<file path="src/rtl/fcnt_pkg.sv">
package fcnt_pkg;
    // Accumulator control states
    typedef enum logic [1:0] {
        ST_RESTART = 2'd0,
        ST_RUN     = 2'd1,
        ST_FULL    = 2'd2,
        ST_STOP    = 2'd3
    } acc_state_e;

    // Register byte offsets (the ratio offsets are fixed by software usage)
    localparam int OFS_CNT_LO = 'h00;
    localparam int OFS_CNT_HI = 'h04;
    localparam int OFS_STEP   = 'h10;
    localparam int OFS_MOD    = 'h14;

    // Reset ratio: 38.4 MHz input -> 6.144 MHz count
    localparam int DEF_STEP = 4;
    localparam int DEF_MOD  = 25;
endpackage

</file>
<file path="src/rtl/fcnt_regs.sv">
module fcnt_regs
    import fcnt_pkg::*;
#(
    parameter int BUS_W  = 32,
    parameter int ADDR_W = 5,
    parameter int FRAC_W = 12,
    parameter int CNT_W  = 64,
    parameter logic [CNT_W-1:0] CNT_INIT = '0
) (
    input  logic              clk,
    input  logic              rst_n,
    input  logic              bus_wr,
    input  logic              bus_rd,
    input  logic [ADDR_W-1:0] bus_addr,
    input  logic [BUS_W-1:0]  bus_wdata,
    output logic [BUS_W-1:0]  bus_rdata,
    input  logic [CNT_W-1:0]  cnt_i,
    output logic [FRAC_W-1:0] step_o,
    output logic [FRAC_W-1:0] mod_o,
    output logic              cfg_wr_o
);
    localparam int SPARE_W = BUS_W - FRAC_W;
    localparam int HI_W    = CNT_W - BUS_W;

    logic [FRAC_W-1:0]  step_q, mod_q;
    logic [SPARE_W-1:0] step_spare_q, mod_spare_q;
    logic [HI_W-1:0]    hi_hold_q;
    logic [BUS_W-1:0]   rdata_q, rd_mux;
    logic hit_lo, hit_hi, hit_step, hit_mod;

    assign hit_lo   = (bus_addr == ADDR_W'(OFS_CNT_LO));
    assign hit_hi   = (bus_addr == ADDR_W'(OFS_CNT_HI));
    assign hit_step = (bus_addr == ADDR_W'(OFS_STEP));
    assign hit_mod  = (bus_addr == ADDR_W'(OFS_MOD));

    always_comb begin
        rd_mux = '0;
        if (hit_lo)        rd_mux = cnt_i[BUS_W-1:0];
        else if (hit_hi)   rd_mux = BUS_W'(hi_hold_q);
        else if (hit_step) rd_mux = {step_spare_q, step_q};
        else if (hit_mod)  rd_mux = {mod_spare_q, mod_q};
    end

    always_ff @(posedge clk or negedge rst_n) begin
        if (!rst_n) begin
            step_q       <= FRAC_W'(DEF_STEP);
            mod_q        <= FRAC_W'(DEF_MOD);
            step_spare_q <= '0;
            mod_spare_q  <= '0;
            hi_hold_q    <= CNT_INIT[CNT_W-1:BUS_W];
            rdata_q      <= '0;
        end else begin
            if (bus_wr && hit_step) {step_spare_q, step_q} <= bus_wdata;
            if (bus_wr && hit_mod)  {mod_spare_q, mod_q}   <= bus_wdata;
            if (bus_rd) begin
                rdata_q <= rd_mux;
                if (hit_lo) hi_hold_q <= cnt_i[CNT_W-1:BUS_W];
            end
        end
    end

    assign bus_rdata = rdata_q;
    assign step_o    = step_q;
    assign mod_o     = mod_q;
    assign cfg_wr_o  = bus_wr && (hit_step || hit_mod);

    // the captured high word only moves on a low-word read
    a_r10_hi_hold: assert property (@(posedge clk) disable iff (!rst_n)
        !(bus_rd && hit_lo) |=> $stable(hi_hold_q));

    // read data is steady between reads
    a_r8_rdata_hold: assert property (@(posedge clk) disable iff (!rst_n)
        !bus_rd |=> $stable(bus_rdata));

    // a write elsewhere leaves the ratio untouched
    a_r9_ratio_kept: assert property (@(posedge clk) disable iff (!rst_n)
        !cfg_wr_o |=> ($stable(step_o) && $stable(mod_o)));
endmodule

</file>
<file path="src/rtl/fcnt_accum.sv">
module fcnt_accum
    import fcnt_pkg::*;
#(
    parameter int FRAC_W = 12,
    parameter int CNT_W  = 64,
    parameter logic [CNT_W-1:0] CNT_INIT = '0
) (
    input  logic              clk,
    input  logic              rst_n,
    input  logic [FRAC_W-1:0] step_i,
    input  logic [FRAC_W-1:0] mod_i,
    input  logic              cfg_wr_i,
    output logic [CNT_W-1:0]  cnt_o
);
    localparam int SUM_W = FRAC_W + 1;

    acc_state_e        state_q, state_d;
    logic [FRAC_W-1:0] acc_q, acc_d;
    logic [CNT_W-1:0]  cnt_q;
    logic [SUM_W-1:0]  sum;
    logic              adv;

    assign sum = {1'b0, acc_q} + {1'b0, step_i};

    // Next-state decision
    always_comb begin
        if (cfg_wr_i)             state_d = ST_RESTART;
        else if (mod_i == '0)     state_d = ST_STOP;
        else if (step_i >= mod_i) state_d = ST_FULL;
        else                      state_d = ST_RUN;
    end

    // State register
    always_ff @(posedge clk or negedge rst_n) begin
        if (!rst_n) state_q <= ST_RESTART;
        else        state_q <= state_d;
    end

    // Per-state outputs
    always_comb begin
        acc_d = acc_q;
        adv   = 1'b0;
        unique case (state_q)
            ST_RESTART: acc_d = '0;
            ST_STOP:    acc_d = acc_q;
            ST_FULL: begin
                acc_d = '0;
                adv   = 1'b1;
            end
            ST_RUN: begin
                if (sum >= {1'b0, mod_i}) begin
                    acc_d = FRAC_W'(sum - {1'b0, mod_i});
                    adv   = 1'b1;
                end else begin
                    acc_d = FRAC_W'(sum);
                end
            end
        endcase
    end

    always_ff @(posedge clk or negedge rst_n) begin
        if (!rst_n) begin
            acc_q <= '0;
            cnt_q <= CNT_INIT;
        end else begin
            acc_q <= acc_d;
            cnt_q <= cnt_q + CNT_W'(adv);
        end
    end

    assign cnt_o = cnt_q;

    // at most one count per cycle, never backwards
    a_r3_single_step: assert property (@(posedge clk) disable iff (!rst_n)
        1'b1 |=> (cnt_q == $past(cnt_q) || cnt_q == $past(cnt_q) + 1'b1));

    // zero modulus freezes the count
    a_r4_stopped: assert property (@(posedge clk) disable iff (!rst_n)
        (mod_i == '0) |=> $stable(cnt_q));

    // step at or above modulus advances every cycle
    a_r5_full_rate: assert property (@(posedge clk) disable iff (!rst_n)
        (state_q == ST_FULL) |=> (cnt_q == $past(cnt_q) + 1'b1));

    // restart cycle clears the fraction and does not advance
    a_r6_restart_clear: assert property (@(posedge clk) disable iff (!rst_n)
        (state_q == ST_RESTART) |=> (acc_q == '0 && $stable(cnt_q)));

    // the fraction stays below the modulus while running
    a_r2_frac_bound: assert property (@(posedge clk) disable iff (!rst_n)
        (state_q == ST_RUN) |-> (acc_q < mod_i));
endmodule

</file>
<file path="src/rtl/rt_frac_counter.sv">
module rt_frac_counter #(
    parameter int BUS_W  = 32,
    parameter int ADDR_W = 5,
    parameter int FRAC_W = 12,
    parameter int CNT_W  = 64,
    parameter logic [CNT_W-1:0] CNT_INIT = '0
) (
    input  logic              clk,
    input  logic              rst_n,
    input  logic              bus_wr,
    input  logic              bus_rd,
    input  logic [ADDR_W-1:0] bus_addr,
    input  logic [BUS_W-1:0]  bus_wdata,
    output logic [BUS_W-1:0]  bus_rdata,
    output logic [CNT_W-1:0]  count_o
);
    logic [FRAC_W-1:0] step_w, mod_w;
    logic              cfg_wr_w;

    fcnt_regs #(
        .BUS_W(BUS_W), .ADDR_W(ADDR_W), .FRAC_W(FRAC_W),
        .CNT_W(CNT_W), .CNT_INIT(CNT_INIT)
    ) u_regs (
        .clk(clk), .rst_n(rst_n),
        .bus_wr(bus_wr), .bus_rd(bus_rd), .bus_addr(bus_addr),
        .bus_wdata(bus_wdata), .bus_rdata(bus_rdata),
        .cnt_i(count_o), .step_o(step_w), .mod_o(mod_w),
        .cfg_wr_o(cfg_wr_w)
    );

    fcnt_accum #(
        .FRAC_W(FRAC_W), .CNT_W(CNT_W), .CNT_INIT(CNT_INIT)
    ) u_accum (
        .clk(clk), .rst_n(rst_n),
        .step_i(step_w), .mod_i(mod_w), .cfg_wr_i(cfg_wr_w),
        .cnt_o(count_o)
    );
endmodule

</file>
<file path="config.mk">
export PLATFORM = sky130hd
export DESIGN_NAME = rt_frac_counter
export DESIGN_NICKNAME = d
export VERILOG_FILES = /design/src/rtl/fcnt_pkg.sv /design/src/rtl/fcnt_regs.sv /design/src/rtl/fcnt_accum.sv /design/src/rtl/rt_frac_counter.sv
export SDC_FILE = /design/constraint.sdc
export NUM_CORES = 1
export LEC_CHECK = 0
export ABC_AREA = 0
export BUFFER_PORTS_ARGS = -buffer_cell sky130_fd_sc_hd__clkbuf_2
export CAP_MARGIN = 30
export CORE_MARGIN = 1.5
export CORE_UTILIZATION = 43
export DETAILED_ROUTE_END_ITERATION = 6
export PLACE_DENSITY = 0.69
export SYNTH_ARGS = -nofsm -noshare
export SYNTH_HDL_FRONTEND = slang
export SYNTH_SLANG_ARGS = --single-unit
export TNS_END_PERCENT = 5
</file>
<file path="constraint.sdc">
create_clock -name clk -period 4.8 [get_ports clk]
set_input_delay 1.44 -clock clk [delete_from_list [all_inputs] [get_ports clk]]
set_output_delay 1.44 -clock clk [all_outputs]
set_load 0.02 [all_outputs]
</file>
== Word level (Yosys, flattened, before mapping) ==
Cells that the tools add are included.

* Add/sub/neg operators: 3
* $mul: 0
* Div/mod/pow operators: 0
* $lt $le $gt $ge: 2
* Equality and inequality tests: 6
* Shift-type cells: 0
* Mux-type cells: 11
* Bitwise operators: 0
* Reduce and logical (&&, ||, !) cells: 9

{| class="wikitable"
|+ Operator list
! kind !! number
|-
| two-way mux 32 bit || 4
|-
| adder 64 x 1 -> 64 bit || 1
|-
| one-hot mux 12 bit (2 select lines) || 1
|-
| adder 12 x 12 -> 13 bit || 1
|-
| >= comparator 13 x 12 -> 1 bit || 1
|-
| >= comparator 12 bit || 1
|-
| logical NOT 12 bit || 1
|-
| two-way mux 12 bit || 1
|-
| subtractor 12 bit || 1
|-
| equality test 5 bit (second input constant) || 2
|-
| two-way mux 2 bit || 3
|-
| equality test 5 x 3 -> 1 bit (second input constant) || 1
|-
| logical NOT 5 bit || 1
|-
| equality test 2 bit (second input constant) || 2
|-
| logical AND 1 bit || 3
|-
| equality test 2 x 1 -> 1 bit (second input constant) || 1
|-
| logical NOT 2 bit || 1
|-
| one-hot mux 1 bit (2 select lines) || 1
|-
| AND reduction 2 bit || 1
|-
| OR reduction 2 bit || 1
|-
| logical OR 1 bit || 1
|-
| two-way mux 1 bit || 1
|}

* Register bits after elaboration: 206
* Latch bits: 0
* RAM bits: 0
* ROM bits: 0
* Output and inout bits: 96
* Word-level logic and storage cells: 40
* Memories kept: 0

== Longest topological paths before layout ==
* Depth after elaboration: 5
* Gate-level depth with buffers: 26
* Mapped depth without buffers: 25

== By module ==
Synthesis repeated with hierarchy kept, for this count alone.

* Cells, all modules: 915
* Area total of the unflattened synthesis: 10722.8 µm²

{| class="wikitable"
|+ Modules (own cells, without submodules)
! module !! times used !! cells an instance !! area an instance (µm²)
|-
| fcnt_regs || 1 || 422 || 5795.6
|-
| fcnt_accum || 1 || 493 || 4927.2
|}

== Least setup slack after synthesis ==
No wires, ideal clock.

* Kind: flip-flop to flip-flop
* Start point: register u_regs.step_q[2], in the netlist u_regs.step_o[2]
* End point: register u_accum.cnt_q[24], in the netlist u_accum.cnt_o[24]
* Arrival time: 4.495 ns
* Data required time: 4.670 ns
* Setup slack: 0.175 ns
* Cell stages (with the launch flop): 25
* Path buffers: 1
* Clock period less this slack: 4.625 ns
* Cell sequence: dfstp_2 -> ha_1 -> nor2b_1 -> o31a_1 -> o31ai_2 -> or4b_1 -> o211ai_1 -> ha_1 -> nand4_1 -> nor3_1 -> a211oi_1 -> o21a_1 -> o21ai_2 -> buf_6 -> a21oi_1 -> nor2_1 -> ha_1 -> ha_1 -> nand2_1 -> nor3_4 -> nand2_1 -> nor2_1 -> and3_1 -> nand3_1 -> xnor2_1

* Word-level cells in the longest chain between the ends: 5

{| class="wikitable"
|+ RTL lines
! what !! line !! text
|-
| start, declared || fcnt_regs.sv:25 || <nowiki>logic [FRAC_W-1:0] step_q, mod_q;</nowiki>
|-
| start signal, assigned || fcnt_regs.sv:46 || <nowiki>step_q <= FRAC_W'(DEF_STEP);</nowiki>
|-
| start signal, assigned || fcnt_regs.sv:53 || <nowiki>if (bus_wr && hit_step) {step_spare_q, step_q} <= bus_wdata;</nowiki>
|-
| adder 12 x 12 -> 13 bit || fcnt_accum.sv:23 || <nowiki>assign sum = {1'b0, acc_q} + {1'b0, step_i};</nowiki>
|-
| >= comparator 13 x 12 -> 1 bit || fcnt_accum.sv:51 || <nowiki>if (sum >= {1'b0, mod_i}) begin</nowiki>
|-
| two-way mux 1 bit || fcnt_accum.sv:51 ||
|-
| one-hot mux 1 bit (2 select lines) || fcnt_accum.sv:43 || <nowiki>unique case (state_q)</nowiki>
|-
| adder 64 x 1 -> 64 bit || fcnt_accum.sv:67 || <nowiki>cnt_q <= cnt_q + CNT_W'(adv);</nowiki>
|-
| end signal, assigned || fcnt_accum.sv:67 ||
|-
| end, declared || fcnt_accum.sv:19 || <nowiki>logic [CNT_W-1:0] cnt_q;</nowiki>
|}

No other way between the ends.
A chain may end at the register's enable or synchronous reset.

== Worst setup path in the final report ==
* Start point: register u_regs.step_q[2], in the netlist u_regs.step_o[2]
* End point: register u_accum.cnt_q[56], in the netlist u_accum.cnt_o[56]

The elaborated chain is that of the path after synthesis.

==> impl_metrics.tcl <==
set metrics [dict create \
    status "finished clean" \
    yosys_warnings 0 \
    register_area_mm2 0.00516 \
    reg2reg_depth 24 \
    ys_seq_elements 206 \
    holdPathEnd "u_regs.hi_hold_q[11]$_DFFE_PN0P_" \
    hold_violations 0 \
    placed_cells 1464 \
    cts_tree "yes" \
    r2r_start "u_regs.step_o[2]$_DFFE_PN1P_" \
    multiInputGateArea_mm2 0.00518 \
    final_cell_area_mm2 0.0127 \
    grt_usage_pct 22.8 \
    die-area_mm2 0.0253 \
    max-vdd-ir-drop_uv 332 \
    synth_commonest_cells "202 x dfrtp_1, 153 x nand2_1, 87 x o21ai_0, 61 x xnor2_1, 53 x mux2_2" \
    num-nets-final 1266 \
    clock.fmax_mhz 211 \
    start_util_pct 44.3 \
    area_delta_synth_final_pct 21.0 \
    hpwl_um 20800 \
    place_congestion 0.935 \
    ios 137 \
    rows 56 \
    yosys-top-cells-area "dfrtp_1 48%, mux2_2 5.7%, nand2_1 5.5%" \
    period_minus_slack_ns 4.73 \
    crit_path_end_kind "register" \
    tightest_slew_ns 0.717 \
    start_kind "register" \
    finalWirelength_um 29300 \
    place_area_mm2 0.0116 \
    yosysSeqAreaShare_pct 49.2 \
    grt_pass1_wl_um 45900 \
    p_leak_nw 6.17 \
    die_w_um 159 \
    first_global_vias 8250 \
    core_mm2 0.0237 \
    worstSkewPairLatency_ns 0.52 \
    holdPathStages 2 \
    reg2reg_to "u_accum.cnt_o[56]$_DFF_PN0_" \
    min_period_over_period_pct 98.6 \
    htreeDepth 1 \
    portBuffers 136 \
    hp-start "u_regs.hi_hold_q[11]$_DFFE_PN0P_" \
    cts_sinks 206 \
    hold_class "register to register" \
    finClkSkew_ns 0.0154 \
    syn_nets 1110 \
    synth.most_common_cell "dfrtp_1" \
    avgSynthCellArea_um2 10.2 \
    synthFlopType "dfrtp_1" \
    cp.arrival_ns 5.18 \
    synthesis.instances 1026 \
    root_buffer "clkbuf_16" \
    power_density_mw_per_mm2 512 \
    synth_top_area_share_pct 48.2 \
    finalNonFillerCells 1519 \
    ys_types 63 \
    synth_edf_count 0 \
    drc 0 \
    grt_overflow 0 \
    synth.cell_area_mm2 0.0105 \
    ys_async_sr_fraction_pct 100 \
    drive_gt1_share_pct 26.1 \
    antenna_found_initial 1 \
    antenna_left 0 \
    wire_per_inst_um 19.3 \
    cts_buffer_depth 3 \
    die_h_um 159 \
    reg2reg_slack_ns 0.07 \
    firstDrtPassIters 5 \
    required_ns 5.25 \
    maxCapViolations 0 \
    vias 8377 \
    grt_start_max_net_pins 85 \
    initialDrtViolationCount 625 \
    slew_headroom_pct 52.2 \
    crit_fanout 5 \
    path_class "register to register" \
    numCtsBuffers 23 \
    n_fill_cell 2169 \
    rsz0062_at_grt "true" \
    yosys.area.top_type "dfrtp_1" \
    drv_slew 0 \
    setup_viol 0 \
    cts.clk_slew.worst_paths_ns 0.06 \
    vias_per_cell 5.51 \
]
[worst max-delay path: stages (launching register included)]
cell and delay (ns):
dfstp_2 0.58, ha_4 0.23, nor2b_4 0.12, o31a_1 0.33, o31ai_2 0.28, or4b_1 0.47, o211ai_1 0.14, ha_1 0.22
nand4_1 0.10, nor3_2 0.14, a211oi_2 0.06, o21a_1 0.15, o21ai_2 0.07, a21oi_1 0.08, nor2_1 0.10, ha_2 0.22
ha_4 0.15, nand2_4 0.06, nor3_4 0.27, nand2_2 0.12, nor3_4 0.27, buf_12 0.18, nand2_8 0.06, nor2_4 0.15
xnor2_2 0.12
[cell usage in the layout (no fill, tap or decap), drive strengths merged, types with 4 or more instances in the layout]
master,count
and3,20
nor3,11
nor2,28
nand3,31
o21bai,4
bufinv,4
o21a,7
dfstp,4
nand4,15
mux2i,10
xor2,18
ha,41
o21ai,95
clkbuf,167
a21o,7
dfrtp,202
mux2,53
clkinv,5
nor2b,37
xnor2,61
a22oi,32
inv,26
nor4,7
buf,39
o211ai,4
a21oi,47
nand2,155
nand2b,28
[flip-flops by register name (all words and copies together) (netlist names)]
register	flops
u_regs.step_o	12
u_regs.bus_rdata	32
u_regs.mod_spare_q	20
u_regs.step_spare_q	20
u_regs.hi_hold_q	32
u_accum.state_q	2
u_accum.acc_q	12
u_regs.mod_o	12
u_accum.cnt_o	64
[worst max-delay path by stage]
stage	from	end	cells past startpoint
2_1_floorplan	u_regs.step_o[2]$_DFFE_PN1P_	u_accum.cnt_o[24]$_DFF_PN0_	24
5_1_grt	u_regs.step_o[0]$_DFFE_PN0P_	u_accum.cnt_o[56]$_DFF_PN0_	26
3_5_place_dp	u_regs.step_o[1]$_DFFE_PN0P_	u_accum.cnt_o[62]$_DFF_PN0_	23
6_report	u_regs.step_o[2]$_DFFE_PN1P_	u_accum.cnt_o[56]$_DFF_PN0_	24
3_3_place_gp	u_regs.step_o[1]$_DFFE_PN0P_	u_accum.cnt_o[58]$_DFF_PN0_	23
4_1_cts	u_regs.step_o[2]$_DFFE_PN1P_	u_accum.cnt_o[56]$_DFF_PN0_	24
[metal layers]
| layer | global-route usage, % | vias to the layer above | routed length, µm |
|---|---|---|---|
| met3 | 5.18 | 40 | 2210 |
| met5 | 0 | - | 0 |
| met1 | 31.2 | 4152 | 12800 |
| met4 | 6.30 | 0 | 711 |
| li1 | - | 3895 | - |
| met2 | 36.3 | 290 | 13600 |
[where the power goes]
group | total [mW] | leakage (nW) | internal, mW | switching (mW)
Clock | 1.91 | 0.403 | 1.17 | 0.740
Sequential | 2.14 | 2.74 | 1.96 | 0.175
Combinational | 2.45 | 3.03 | 1.12 | 1.34
[stage by stage]
step	TNS, ns	total power, mW	utilization [%]	setup slack [ns]	hold slack [ns]
finish	0	6.50	53.6	0.0656	0.472
global route	-7.37	6.87	53.6	-0.306	0.492
CTS	0	6.39	52.6	0.00668	0.476
detailed placement	-1.51	4.45	49.0	-0.154	0.458
global placement	0	4.40	49.0	0.0628	0.453
floorplan	0	3.85	-	0.175	0.441
[area by class of cell]
class | instances | area share [%]
antenna | 1 | 0.0197
tap | 319 | 3.14
clock inverter | 12 | 1.36
timing repair buffer | 176 | 8.16
multi-input combinational | 750 | 40.8
sequential | 206 | 40.6
inverter | 25 | 0.739
clock buffer | 30 | 5.13
[cells by family (layout without fill, tap and decap cells)]
group / count (synthesis) / in the layout / synth area share, %
AOI/OAI and AO/OA: 219 / 219 / 12.6
xor gates and xnor gates: 79 / 79 / 6.60
adders and majority gates: 43 / 43 / 5.27
buffers and inverters: 70 / 243 / 2.85
DFF: 206 / 206 / 49.2
muxes: 63 / 63 / 6.64
other: 0 / 1 / 0
and+or+nand+nor: 346 / 346 / 16.8
[timing repair]
item                                    4_1_cts  5_1_grt
gates cloned                                  0        1
pin swaps                                     1       15
resized for setup                             2       34
endpoints found under the setup margin       16       45
buffers inserted                              1       10
hold buffers                                  0        0
(Power assumes the default switching activity.)
